--- src/rtl/dtg_pkg.sv ---
package dtg_pkg;
  parameter int POS_W = 16;
  localparam int LINE_W = POS_W + 1;
  localparam int NUM_FLAGS = 2;

  typedef logic [POS_W-1:0] pos_t;
  typedef logic [LINE_W-1:0] line_t;

  typedef struct packed {
    pos_t hTotal;
    pos_t hSyncW;
    pos_t hStart;
    pos_t hEnd;
    pos_t vTotal;
    pos_t vSyncW;
    pos_t vStart;
    pos_t vEnd;
    pos_t lineFlag1;
    logic interlace;
    logic hsHigh;
    logic vsHigh;
  } dtg_cfg_t;

  typedef struct packed {
    logic run;
    logic lineStart;
    logic frameWrap;
  } dtg_strobe_t;
endpackage

--- src/rtl/dtg_shadow.sv ---
module dtg_shadow
  import dtg_pkg::*;
(
  input  logic     clk,
  input  logic     rst_n,
  input  logic     enable,
  input  logic     cfgDone,
  input  logic     frameWrap,
  input  dtg_cfg_t cfgIn,
  output dtg_cfg_t activeCfg
);
  dtg_cfg_t stagedCfg;
  logic     pending;
  logic     commit;

  always_comb commit = pending && (frameWrap || !enable);

  always_ff @(posedge clk or negedge rst_n) begin
    if (!rst_n) begin
      stagedCfg <= '0;
      pending   <= 1'b0;
      activeCfg <= '0;
    end else begin
      if (commit) activeCfg <= stagedCfg;
      if (cfgDone) begin
        stagedCfg <= cfgIn;
        pending   <= 1'b1;
      end else if (commit) begin
        pending <= 1'b0;
      end
    end
  end


  commit_apply_chk: assert property (@(posedge clk) disable iff (!rst_n)
    commit |=> activeCfg == $past(stagedCfg));


  hold_chk: assert property (@(posedge clk) disable iff (!rst_n)
    !commit |=> $stable(activeCfg));
endmodule

--- src/rtl/dtg_ctrl.sv ---
module dtg_ctrl
  import dtg_pkg::*;
(
  input  logic        clk,
  input  logic        rst_n,
  input  logic        enable,
  input  pos_t        hTotal,
  input  pos_t        vTotal,
  input  logic        interlace,
  output pos_t        hCnt,
  output line_t       vCnt,
  output dtg_strobe_t strobe
);
  pos_t  lastH;
  line_t lastV;
  logic  atLineEnd;
  logic  atFrameEnd;

  always_comb begin
    lastH      = hTotal - POS_W'(1);
    lastV      = interlace ? {vTotal, 1'b0} : ({1'b0, vTotal} - LINE_W'(1));
    atLineEnd  = (hCnt == lastH);
    atFrameEnd = atLineEnd && (vCnt == lastV);
    strobe.run       = enable;
    strobe.lineStart = (hCnt == '0);
    strobe.frameWrap = enable && atFrameEnd;
  end

  always_ff @(posedge clk or negedge rst_n) begin
    if (!rst_n) begin
      hCnt <= '0;
      vCnt <= '0;
    end else if (!enable) begin
      hCnt <= '0;
      vCnt <= '0;
    end else if (atLineEnd) begin
      hCnt <= '0;
      vCnt <= atFrameEnd ? '0 : vCnt + LINE_W'(1);
    end else begin
      hCnt <= hCnt + POS_W'(1);
    end
  end


  hcnt_bound_chk: assert property (@(posedge clk) disable iff (!rst_n)
    (enable && hTotal != '0) |-> hCnt < hTotal);


  vcnt_bound_chk: assert property (@(posedge clk) disable iff (!rst_n)
    (enable && vTotal != '0) |-> vCnt <= lastV);


  wrap_restart_chk: assert property (@(posedge clk) disable iff (!rst_n)
    strobe.frameWrap |=> (hCnt == '0 && vCnt == '0));


  idle_home_chk: assert property (@(posedge clk) disable iff (!rst_n)
    !enable |=> (hCnt == '0 && vCnt == '0));
endmodule

--- src/rtl/dtg_datapath.sv ---
module dtg_datapath
  import dtg_pkg::*;
(
  input  logic                 clk,
  input  logic                 rst_n,
  input  dtg_strobe_t          strobe,
  input  pos_t                 hCnt,
  input  line_t                vCnt,
  input  dtg_cfg_t             cfg,
  input  logic                 blankReq,
  output logic                 hsyncOut,
  output logic                 vsyncOut,
  output logic                 deOut,
  output logic                 fieldOut,
  output logic [NUM_FLAGS-1:0] flagOut
);
  line_t vTot, vSw, vSt, vEn;
  line_t f1Start, f1End, f1SyncEnd, actEnd;
  logic  hsRaw, vsRaw, hAct, vAct, inField1;
  line_t flagLine [NUM_FLAGS];

  always_comb begin
    vTot      = {1'b0, cfg.vTotal};
    vSw       = {1'b0, cfg.vSyncW};
    vSt       = {1'b0, cfg.vStart};
    vEn       = {1'b0, cfg.vEnd};
    f1Start   = vTot + vSt + LINE_W'(1);
    f1End     = vTot + vEn + LINE_W'(1);
    f1SyncEnd = vTot + vSw;
    inField1  = cfg.interlace && (vCnt >= vTot);
    hsRaw     = hCnt < cfg.hSyncW;
    vsRaw     = (vCnt < vSw) || (inField1 && vCnt < f1SyncEnd);
    hAct      = (hCnt >= cfg.hStart) && (hCnt < cfg.hEnd);
    vAct      = ((vCnt >= vSt) && (vCnt < vEn)) ||
                (cfg.interlace && (vCnt >= f1Start) && (vCnt < f1End));
    actEnd    = cfg.interlace ? f1End : vEn;
    flagLine[0] = actEnd - LINE_W'(3);
    flagLine[1] = {1'b0, cfg.lineFlag1};
  end

  always_ff @(posedge clk or negedge rst_n) begin
    if (!rst_n) begin
      hsyncOut <= 1'b1;
      vsyncOut <= 1'b1;
      deOut    <= 1'b0;
      fieldOut <= 1'b0;
    end else if (!strobe.run) begin
      hsyncOut <= !cfg.hsHigh;
      vsyncOut <= !cfg.vsHigh;
      deOut    <= 1'b0;
      fieldOut <= 1'b0;
    end else begin
      hsyncOut <= cfg.hsHigh ? hsRaw : !hsRaw;
      vsyncOut <= cfg.vsHigh ? vsRaw : !vsRaw;
      deOut    <= hAct && vAct && !blankReq;
      fieldOut <= inField1;
    end
  end

  for (genvar gi = 0; gi < NUM_FLAGS; gi++) begin : g_flag
    always_ff @(posedge clk or negedge rst_n) begin
      if (!rst_n) flagOut[gi] <= 1'b0;
      else        flagOut[gi] <= strobe.run && strobe.lineStart && (vCnt == flagLine[gi]);
    end


    flag_pulse_chk: assert property (@(posedge clk) disable iff (!rst_n)
      (flagOut[gi] && cfg.hTotal > POS_W'(1)) |=> !flagOut[gi]);
  end


  blank_de_chk: assert property (@(posedge clk) disable iff (!rst_n)
    blankReq |=> !deOut);


  field_prog_chk: assert property (@(posedge clk) disable iff (!rst_n)
    !cfg.interlace |=> !fieldOut);


  field_wrap_chk: assert property (@(posedge clk) disable iff (!rst_n)
    strobe.frameWrap |-> ##2 !fieldOut);


  idle_out_chk: assert property (@(posedge clk) disable iff (!rst_n)
    !strobe.run |=> (!deOut && !fieldOut && flagOut == '0));
endmodule

--- src/rtl/display_timing_gen.sv ---
module display_timing_gen
  import dtg_pkg::*;
(
  input  logic               clk,
  input  logic               rst_n,
  input  logic               enable,
  input  logic               cfgDone,
  input  logic [2*POS_W-1:0] cfgHTiming,
  input  logic [2*POS_W-1:0] cfgHActive,
  input  logic [2*POS_W-1:0] cfgVTiming,
  input  logic [2*POS_W-1:0] cfgVActive,
  input  logic [POS_W-1:0]   cfgLineFlag1,
  input  logic               cfgInterlace,
  input  logic [1:0]         cfgPolarity,
  input  logic               blankReq,
  output logic               hsyncOut,
  output logic               vsyncOut,
  output logic               deOut,
  output logic               fieldOut,
  output logic               lineFlag0,
  output logic               lineFlag1
);
  dtg_cfg_t              cfgIn;
  dtg_cfg_t              activeCfg;
  dtg_strobe_t           strobe;
  pos_t                  hCnt;
  line_t                 vCnt;
  logic [NUM_FLAGS-1:0]  flagOut;

  always_comb begin
    cfgIn.hTotal    = cfgHTiming[2*POS_W-1:POS_W];
    cfgIn.hSyncW    = cfgHTiming[POS_W-1:0];
    cfgIn.hStart    = cfgHActive[2*POS_W-1:POS_W];
    cfgIn.hEnd      = cfgHActive[POS_W-1:0];
    cfgIn.vTotal    = cfgVTiming[2*POS_W-1:POS_W];
    cfgIn.vSyncW    = cfgVTiming[POS_W-1:0];
    cfgIn.vStart    = cfgVActive[2*POS_W-1:POS_W];
    cfgIn.vEnd      = cfgVActive[POS_W-1:0];
    cfgIn.lineFlag1 = cfgLineFlag1;
    cfgIn.interlace = cfgInterlace;
    cfgIn.hsHigh    = cfgPolarity[0];
    cfgIn.vsHigh    = cfgPolarity[1];
  end

  dtg_shadow u_shadow (
    .clk(clk), .rst_n(rst_n), .enable(enable), .cfgDone(cfgDone),
    .frameWrap(strobe.frameWrap), .cfgIn(cfgIn), .activeCfg(activeCfg)
  );

  dtg_ctrl u_ctrl (
    .clk(clk), .rst_n(rst_n), .enable(enable),
    .hTotal(activeCfg.hTotal), .vTotal(activeCfg.vTotal),
    .interlace(activeCfg.interlace),
    .hCnt(hCnt), .vCnt(vCnt), .strobe(strobe)
  );

  dtg_datapath u_dp (
    .clk(clk), .rst_n(rst_n), .strobe(strobe), .hCnt(hCnt), .vCnt(vCnt),
    .cfg(activeCfg), .blankReq(blankReq),
    .hsyncOut(hsyncOut), .vsyncOut(vsyncOut), .deOut(deOut),
    .fieldOut(fieldOut), .flagOut(flagOut)
  );

  always_comb begin
    lineFlag0 = flagOut[0];
    lineFlag1 = flagOut[1];
  end
endmodule

--- config.mk ---
export PLATFORM = sky130hd
export DESIGN_NAME = display_timing_gen
export DESIGN_NICKNAME = d
export VERILOG_FILES = /design/src/rtl/dtg_pkg.sv /design/src/rtl/dtg_shadow.sv /design/src/rtl/dtg_ctrl.sv /design/src/rtl/dtg_datapath.sv /design/src/rtl/display_timing_gen.sv
export SDC_FILE = /design/constraint.sdc
export NUM_CORES = 1
export LEC_CHECK = 0
export ABC_AREA = 1
export CAP_MARGIN = 20
export CORE_MARGIN = 2
export CORE_UTILIZATION = 35
export DETAILED_ROUTE_END_ITERATION = 10
export PLACE_DENSITY = 0.54
export RECOVER_POWER = 50
export SYNTH_ARGS = -nofsm -noshare
export SYNTH_HDL_FRONTEND = slang
export SYNTH_SLANG_ARGS = --single-unit
--- constraint.sdc ---
create_clock -name clk -period 4.6 [get_ports clk]
set_input_delay 0.46 -clock clk [delete_from_list [all_inputs] [get_ports clk]]
set_output_delay 0.46 -clock clk [all_outputs]
set_load 0.02 [all_outputs]
# After elaboration in Yosys (flattened, before gate mapping)
# Cells that the tools add are included.
# op_classes
n_mul	0
eq_ne	5
n_lt_le_gt_ge	10
mux	15
n_bitwise	0
n_shift	0
div	0
addsub	10
n_reduce_logical	25
# op_table
operator	n
$mux 17	5
$add 16x16->17	3
$add 17x1->17 const B	3
$eq 17x17->1	2
$ge 17x16->1	2
$lt 17x16->1	2
$lt 17x17->1	2
$lt 16x16->1	2
$mux 16	2
$eq 17x16->1	1
$ge 17x17->1	1
$sub 16x1->17 const B	1
$sub 17x2->17 const B	1
$add 16x1->16 const B	1
$eq 16x16->1	1
$ge 16x16->1	1
$logic_not 16->1	1
$sub 16x1->16 const B	1
$logic_and 1x1->1	14
$mux 1	8
$logic_not 1->1	6
$logic_or 1x1->1	3
$ne 2x1->1 const B	1
$reduce_bool 2->1	1
# totals
elab_cells	98
latchBits	0
regBits	334
ramBits	0
mem_bits_ro	0
input_bits	152
output_inout_bits	6
mem_count	0

# Longest topological paths before layout
# Gate-level depths: netlist of the first run.
# logic_depth
depth_word	9
ltp_mapped	24
mapped_depth_nobuf	24

# Hierarchy
# Synthesis of the first run repeated with hierarchy kept, for this count alone.
# hier_totals
hier_cells	3206
area_unflattened_um2	22795.6
# by_module_without_submodules
module	area_each_um2	cells_per_inst	instances	seq_area_each_um2
dtg_shadow	11324.6	1264	1	7382.1
dtg_datapath	7770.0	1285	1	152.6
dtg_ctrl	3701.0	657	1	825.8

# Least setup slack after synthesis of the first run
# OpenSTA, ideal clock, no wires.
# synth_timing
kind	reg-to-reg
start	register, netlist name u_shadow.activeCfg[67]
end	register u_dp.deOut
stages_incl_launch_ff	22
path_slack_ns	0.962
setup_time_ns	0.077
synth_period_minus_slack_ns	3.638
arrival_time_ns	3.561
required_time_ns	4.523
n_path_buf	0
cell_sequence	dfrtp_1 > inv_1 > ha_1 > fa_1 > inv_1 > a31oi_1 > o21ai_0 > a31oi_1 > o21ai_0 > a21boi_0 > nor2_1 > nor2_1 > nor2_1 > nor2_1 > ha_1 > nand2_1 > nor3_1 > nor3b_1 > nand3_1 > o2111ai_1 > o211ai_1 > a21oi_1
# synth_between
elab_chain_len	9
elab_cells_between_ends	12
cone_classes	add/sub (4); order compare (2); mux (1); reduce/logical (5)
# synth_lines
element	line_no	source
$add 16x16->17	dtg_datapath.sv:27	f1Start = vTot + vSt + LINE_W'(1);
$add 17x1->17	dtg_datapath.sv:27	
$ge 17x17->1	dtg_datapath.sv:35	(cfg.interlace && (vCnt >= f1Start) && (vCnt < f1End));
$logic_and 1x1->1	dtg_datapath.sv:35	
$logic_and 1x1->1 *	dtg_datapath.sv:35	
$logic_or 1x1->1 *	dtg_datapath.sv:34	vAct = ((vCnt >= vSt) && (vCnt < vEn)) ||
$logic_and 1x1->1 * (2 in series)	dtg_datapath.sv:55	deOut <= hAct && vAct && !blankReq;
$mux 1 *	dtg_datapath.sv:47	end else if (!strobe.run) begin
end signal, assigned	dtg_datapath.sv:55	
end, declared	dtg_datapath.sv:13	output logic deOut,
# Mark *: on every way between the ends. The rest lies on a longest branch, timed or not.
# A chain may end at the register's enable or synchronous reset.

# Final worst setup path of the first run
# layout_timing
start	register, netlist name u_shadow.activeCfg[67]
end	register u_dp.deOut
# layout_between
elab_chain_len	9
elab_cells_between_ends	12
cone_classes	add/sub (4); order compare (2); mux (1); reduce/logical (5)
# layout_lines
element	line_no
$add 16x16->17	dtg_datapath.sv:27
$add 17x1->17	dtg_datapath.sv:27
$ge 17x17->1	dtg_datapath.sv:35
$logic_and 1x1->1	dtg_datapath.sv:35
$logic_and 1x1->1 *	dtg_datapath.sv:35
$logic_or 1x1->1 *	dtg_datapath.sv:34
$logic_and 1x1->1 * (2 in series)	dtg_datapath.sv:55
$mux 1 *	dtg_datapath.sv:47
# Marks and branches as above.

==> flow_summary_export.csv, run 1 <==
group,metric,value,unit
timing,worst_pin_slew,2760,ps
logic_synthesis,yosys.area.top_type,"dfrtp_1",
cts,cts.sinks,334,
floorplanning,coreArea,0.0618,mm2
grt,grt_first_pass_wirelength,107000,um
route,dr.pass1.iters,7,
grt,grt-ovfl-total,0,
critical_path,critPathMaxFanout,6,
placement,place_area,0.0243,mm2
finish,final_cell_area,0.0257,mm2
cts,cts-htree-levels,2,
pwr,ir_drop,0.244,mV
pwr,leakagePower,13.7,nW
floorplanning,pin_count,158,
timing,hold_viol_final,0,
timing,skew,23.8,ps
logic_synthesis,synth_most_common_cell,"nand2_1",
logic_synthesis,yosysSeqAreaShare,0.381,
logic_synthesis,synth_nets,3368,
logic_synthesis,synth_top_family_by_area,"simple AND/OR/NAND/NOR gates",
logic_synthesis,synthMuxAreaShare,0,
floorplanning,die_h,254,um
route,ant_nets,0,
route,wl_per_cell,16.7,um
cts,cts_setup_buffers,0,
route,drc,0,
logic_synthesis,syn_inst,3002,
cts,cts_root_buffer,"clkbuf_16",
cts,clk_latency,590,ps
grt,grt_start_max_net_pins,158,
timing,fin_crit_sh,0.890,
cts,numCtsBuffers,40,
logic_synthesis,syn_area,0.0220,mm2
logic_synthesis,synth_xor_area_frac,0.0343,
min_path,min_path_type,"in2reg",
cts,clkTransAtPathRegs,60,ps
logic_synthesis,netlist_top_cells_area,"dfrtp_1 38%, nand2_1 20%, ha_1 12%",
placement,gp_congestion,0.931,
timing,finalMaxSlewViolations,131,
logic_synthesis,synth-compound-area-share,0.0597,
logic_synthesis,synth-simple-area-share,0.323,
job,maxCapViolations,2,
logic_synthesis,synth_edf_count,0,
cts,cts_tree,"yes",
finish,n_fill_cell,6542,
timing,fin_setup_tns,0,ps
critical_path,startpoint_type,"flip-flop",
critical_path,critPathCaptureType,"flip-flop",
grt,grt_pass1_vias,19800,
timing,min_period,4090,ps
logic_synthesis,synth_cell_type_count,46,
floorplanning,initial_core_util,0.355,
logic_synthesis,synthFlopType,"dfrtp_1",
critical_path,cp.required,5100,ps
logic_synthesis,synth_fa_ha_area_frac,0.123,
route,drt-total-wl,66600,um
floorplanning,die_w,254,um
status,violations,"max-capacitance violations, max-slew violations",
logic_synthesis,syn_avg_cell_area,7.31,um2
cts,clk_path_buf_depth,3,
logic_synthesis,synth_top_area_frac,0.378,
timing,finalSetupViolations,0,
route,viasPerCell,4.91,
grt,antenna_found_initial,0,
status,outcome,"complete, but fails checks",
finish,syn_to_final_growth,17.1,%
timing,rsz0062_at_grt,"no",
timing,holdWs,412,ps
timing,setup_ws,505,ps
logic_synthesis,synth_seq_cells,334,
finish,insertedDiodeCount,0,
critical_path,worstSetupPathType,"reg2reg",
route,first_iter_violations,972,
floorplanning,rows,91,
route,via_count,19600,
finish,layout-drive-gt1-share,0.0373,
logic_synthesis,synth_commonest_cells,"1195 x nand2_1, 332 x dfrtp_1, 294 x inv_1, 273 x nand3_1, 211 x ha_1",
critical_path,cp.arrival,4590,ps
timing,slew_headroom,-0.839,
floorplanning,dieArea,0.0648,mm2
placement,port_buffers,157,
logic_synthesis,ys_warn_count,0,
logic_synthesis,ys_async_sr_fraction,1.00,
placement,dp_slack,289,ps
pwr,power_density,377,mW/mm2
timing,fmax,244,MHz
placement,dp_hpwl,49000,um
grt,grt_usage,0.210,
finish,final_net_count,3499,
## routing by layer
metal,GRT usage,vias up,share of wire
li1,-,9888,-
met1,0.267,9293,0.45
met2,0.375,365,0.49
met3,0.0228,99,0.035
met4,0.0642,0,0.027
met5,0,-,0
## flip-flops by register name (all words and copies together), names as in the netlist
register,flops
u_dp.deOut,1
u_dp.flagOut,2
u_shadow.pending,1
u_dp.fieldOut,1
u_dp.vsyncOut,1
u_ctrl.vCnt,17
u_dp.hsyncOut,1
u_ctrl.hCnt,16
u_shadow.stagedCfg,147
u_shadow.activeCfg,147
## worst max-delay path: stages (launching register included)
cell	delay [ps]
dfrtp_1	420
inv_1	140
ha_1	240
fa_1	420
inv_1	70
a31oi_1	140
o21ai_1	270
a31oi_1	170
o21ai_1	220
a21boi_0	170
nor2_1	120
nor2_1	50
nor2_1	90
nor2_1	50
ha_1	310
nand2_1	70
nor3_1	170
nor3b_1	290
nand3_1	120
o2111ai_1	220
o211ai_1	120
a21oi_1	150
## what timing repair did
action                                  4_1_cts  5_1_grt
endpoints found under the setup margin        0        1
hold buffers                                  1        0
gates resized for setup                       0        4
hold endpoints to repair                     89        0
## path summary, 6_finish.rpt
kind / startpoint / to / slack, ps / depth (start not counted)
worst min-delay path: cfgHActive[1] / u_shadow.stagedCfg[84]$_DFFE_PN0P_ / 410 / 3
worst min register to register: u_shadow.activeCfg[119]$_DFFE_PN0P_ / u_shadow.activeCfg[119]$_DFFE_PN0P_ / 470 / 2
max in group asynchronous: rst_n / u_shadow.pending$_DFFE_PN0P_ / 1320 / 2
min in group asynchronous: rst_n / u_shadow.activeCfg[45]$_DFFE_PN0P_ / 1200 / 2
worst max register to register: u_shadow.activeCfg[67]$_DFFE_PN0P_ / u_dp.deOut$_DFF_PN0_ / 510 / 21
worst max-delay path: u_shadow.activeCfg[67]$_DFFE_PN0P_ / u_dp.deOut$_DFF_PN0_ / 510 / 21
## logic make-up after synthesis
| kind of cell | Yosys count |
|---|---|
| buffers and inverters | 398 |
| adders and majority gates | 214 |
| AOI/OAI and AO/OA | 233 |
| DFF | 334 |
| xor gates and xnor gates | 86 |
| and+or+nand+nor | 1737 |
## metrics by stage
| stage | power (mW) | std cells | utilization |
|---|---|---|---|
| after detailed placement | 6.30 | 3927 | 0.393 |
| final | 9.71 | 4001 | 0.416 |
| after floorplan | 5.46 | 3002 | - |
| after CTS | 9.83 | 4001 | 0.416 |
| after global routing | 10.4 | 4001 | 0.416 |
| after global placement | 6.25 | 3927 | 0.393 |
## cell type report
class / count / area, um2 / share of cell area
multi-input combinational: 2270 / 11900 / 0.462
inverter: 297 / 1120 / 0.0435
clock inverter: 23 / 334 / 0.0130
sequential: 334 / 8360 / 0.325
clock buffer: 50 / 1110 / 0.0431
timing repair buffer: 190 / 1870 / 0.0729
tap: 837 / 1050 / 0.0407
## cells in the final DEF, fill, tap and decap left out, types with 5 or more instances in the layout
master and instances:
nand3b_1 5, a21boi_0 6, a211oi_1 8, bufinv_16 6, o211ai_1 9, a31oi_1 6
xnor2_1 27, nor2_1 163, nand2_1 1195, clkbuf_8 7, inv_1 293, buf_12 6
clkdlybuf4s50_1 155, a21oi_1 117, xor2_1 59, o21ai_0 51, ha_1 211, clkbuf_1 5
nor4_1 8, nand3_1 273, nand4_1 34, nor3_1 38, clkinv_2 8, dfrtp_1 331
o21ai_1 9, buf_4 22, nor3b_1 5, and2_1 5, clkbuf_16 40
## power breakdown
part / internal [mW] / switching [mW] / total (mW)
Combinational: 1.03 / 1.61 / 2.64
Sequential: 3.25 / 0.351 / 3.60
Clock: 2.08 / 1.39 / 3.46
(Power assumes the default switching activity.)
==> run 2: changes to the inputs <==
Settings changed: CELL_PAD_IN_SITES_DETAIL_PLACEMENT set to 0, CELL_PAD_IN_SITES_GLOBAL_PLACEMENT set to 1, PLACE_DENSITY 0.54 to 0.69.
==> run 2 against run 1 <==
Non-clock buffer count fell by 3. Count of clock-buffer cells in the layout rose by 7. Register-to-register slack got worse by 100 ps. Wire length fell by 2.1%. Clock skew rose by 5.4 ps. Sequential cell count did not move. Cell count fell by 0.32%. Via count fell by 1.3%. The flow still finishes with violations (max-capacitance violations, max-slew violations). Critical path depth did not move. Sequential power barely moved.
==> flow_summary_export.csv, run 2 (synthesis results as in run 1) <==
group,metric,value,unit
status,outcome,"complete, but fails checks",
status,violations,"max-capacitance violations, max-slew violations",
grt,grt_usage,0.207,
critical_path,worstSetupPathType,"reg2reg",
finish,insertedDiodeCount,0,
critical_path,critPathMaxFanout,6,
critical_path,critPathSlowestCell,"dfrtp_1",
timing,slew_headroom,-0.820,
timing,fin_setup_tns,0,ps
timing,fin_crit_sh,0.913,
pwr,ir_drop,0.194,mV
min_path,min_path_cells,3,
cts,clk_path_buf_depth,3,
route,ant_nets,0,
floorplanning,die_w,254,um
cts,clkTransAtPathRegs,70,ps
cts,cts_root_buffer,"clkbuf_16",
route,via_count,19400,
route,viasPerCell,4.86,
timing,rsz0062_at_grt,"no",
finish,final_cell_area,0.0255,mm2
cts,clk_latency,560,ps
floorplanning,coreArea,0.0618,mm2
critical_path,cp.arrival,4680,ps
critical_path,path_delay_family,"compound AO/OA/AOI/OAI gates",
grt,grt_first_pass_wirelength,105000,um
placement,place_area,0.0243,mm2
critical_path,cp_common_cell,"nor2_1",
floorplanning,dieArea,0.0648,mm2
finish,final_core_util,0.412,
cts,cts.sinks,334,
placement,dp_hpwl,48000,um
critical_path,crit_chain,"inv_1 > ha_1 > fa_1 > inv_1 > a31oi_1 > o21ai_1 > a31oi_1 > o21ai_0 > a21boi_0 > nor2_1 > nor2_1 > nor2_1 > nor2_1 > ha_1 > nand2_1 > nor3_1 > nor3b_1 > nand3_1 > o2111ai_1 > o211ai_1 > a21oi_1",
finish,syn_to_final_growth,16.1,%
grt,antenna_found_initial,0,
min_path,min_path_type,"in2reg",
finish,layout-drive-gt1-share,0.0330,
floorplanning,pin_count,158,
critical_path,timing.critical_path.buf_inv,2,
pwr,power_density,365,mW/mm2
timing,holdWs,387,ps
floorplanning,die_h,254,um
pwr,total_power,9.31,mW
placement,gp_congestion,0.881,
critical_path,startpoint_type,"flip-flop",
floorplanning,initial_core_util,0.355,
route,drc,0,
job,maxCapViolations,2,
timing,finalSetupViolations,0,
cts,numCtsBuffers,39,
critical_path,rr_startpoint,"u_shadow.activeCfg[67]$_DFFE_PN0P_",
grt,grt-ovfl-total,0,
timing,skew,29.2,ps
cts,cts_tree,"yes",
cts,cts_setup_buffers,0,
finish,reg_top3,"u_shadow.activeCfg (147), u_shadow.stagedCfg (147), u_ctrl.vCnt (17)",
critical_path,r2r_end,"u_dp.deOut$_DFF_PN0_",
finish,final_cell_mix,"1195 x nand2_1, 330 x dfrtp_1, 293 x inv_1",
min_path,hp-start,"cfgDone",
route,first_iter_violations,977,
finish,final_common_cell,"nand2_1",
cts,cts-htree-levels,2,
finish,final_net_count,3495,
floorplanning,rows,91,
timing,hold_viol_final,0,
placement,port_buffers,157,
critical_path,cp.required,5080,ps
critical_path,r2r_cells,21,
route,wl_per_cell,16.3,um
critical_path,max_stage_delay,440,ps
timing,fmax,238,MHz
grt,grt_pass1_vias,19800,
timing,finalMaxSlewViolations,171,
timing,min_period,4200,ps
min_path,min_to,"u_shadow.stagedCfg[137]$_DFFE_PN0P_",
route,dr.pass1.iters,5,
critical_path,critPathCaptureType,"flip-flop",
grt,grt_start_max_net_pins,158,
critical_path,rrSetupSlack,400,ps
pwr,leakagePower,13.6,nW
route,drt-total-wl,65200,um
timing,worst_pin_slew,2730,ps
==> run 2: changes by cell type in the layout (fill, tap and decap cells not counted), sizes merged <==
cell    change
inv         -3
bufinv      -4
buf         +1
clkbuf      +3
clkinv     -10
==> run 2: how the worst max path moves through the flow <==
stage	slack, ps	from	cells past startpoint	endpoint
after detailed placement	300	u_shadow.activeCfg[67]$_DFFE_PN0P_	21	u_dp.deOut$_DFF_PN0_
final	400	u_shadow.activeCfg[67]$_DFFE_PN0P_	21	u_dp.deOut$_DFF_PN0_
after floorplan	960	u_shadow.activeCfg[67]$_DFFE_PN0P_	21	u_dp.deOut$_DFF_PN0_
after global routing	7	u_shadow.activeCfg[67]$_DFFE_PN0P_	21	u_dp.deOut$_DFF_PN0_
after global placement	450	u_shadow.activeCfg[67]$_DFFE_PN0P_	21	u_dp.deOut$_DFF_PN0_
after CTS	270	u_shadow.activeCfg[67]$_DFFE_PN0P_	21	u_dp.deOut$_DFF_PN0_
==> run 2: layout make-up <==
class / count / area, um2
fillers: 6466 / 36300
multi-input cells: 2270 / 11900
clock inverters: 6 / 91.3
well taps: 837 / 1050
flip-flops and latches: 334 / 8370
clock buffers: 57 / 1180
inverters: 297 / 1120
repair buffers: 187 / 1830
==> run 2: where the power goes <==
group | total [mW] | internal [mW] | switching (mW)
Combinational | 2.64 | 1.02 | 1.61
Sequential | 3.57 | 3.25 | 0.322
Clock | 3.10 | 1.87 | 1.23
==> run 2: worst reg2reg max path, cell delays in order, from the launching register on <==
cell and delay, ps:
dfrtp_1 440, inv_1 150, ha_1 240, fa_1 420, inv_1 80, a31oi_1 140, o21ai_1 240, a31oi_1 160
o21ai_0 290, a21boi_0 210, nor2_1 120, nor2_1 50, nor2_1 80, nor2_1 50, ha_1 310, nand2_1 70
nor3_1 200, nor3b_1 290, nand3_1 120, o2111ai_1 220, o211ai_1 120, a21oi_1 150
==> run 2: what timing repair did <==
action	in CTS	in global routing
endpoints found under the hold margin	3	0
hold buffers	1	0
endpoints found under the setup margin	0	1
gates resized for setup	0	3
==> run 2: layer usage <==
metal,up-vias,global-route usage,routed length (um)
met5,-,0,0
li1,9893,-,-
met2,301,0.371,32000
met1,9104,0.261,29000
met3,98,0.0261,2400
met4,0,0.0608,1780
==> run 2: per-stage QoR <==
| step | std cells | setup WS, ps |
|---|---|---|
| floorplan | 3002 | 962 |
| global placement | 3924 | 448 |
| detailed placement | 3924 | 297 |
| CTS | 3988 | 272 |
| global route | 3988 | 6.77 |
| finish | 3988 | 401 |
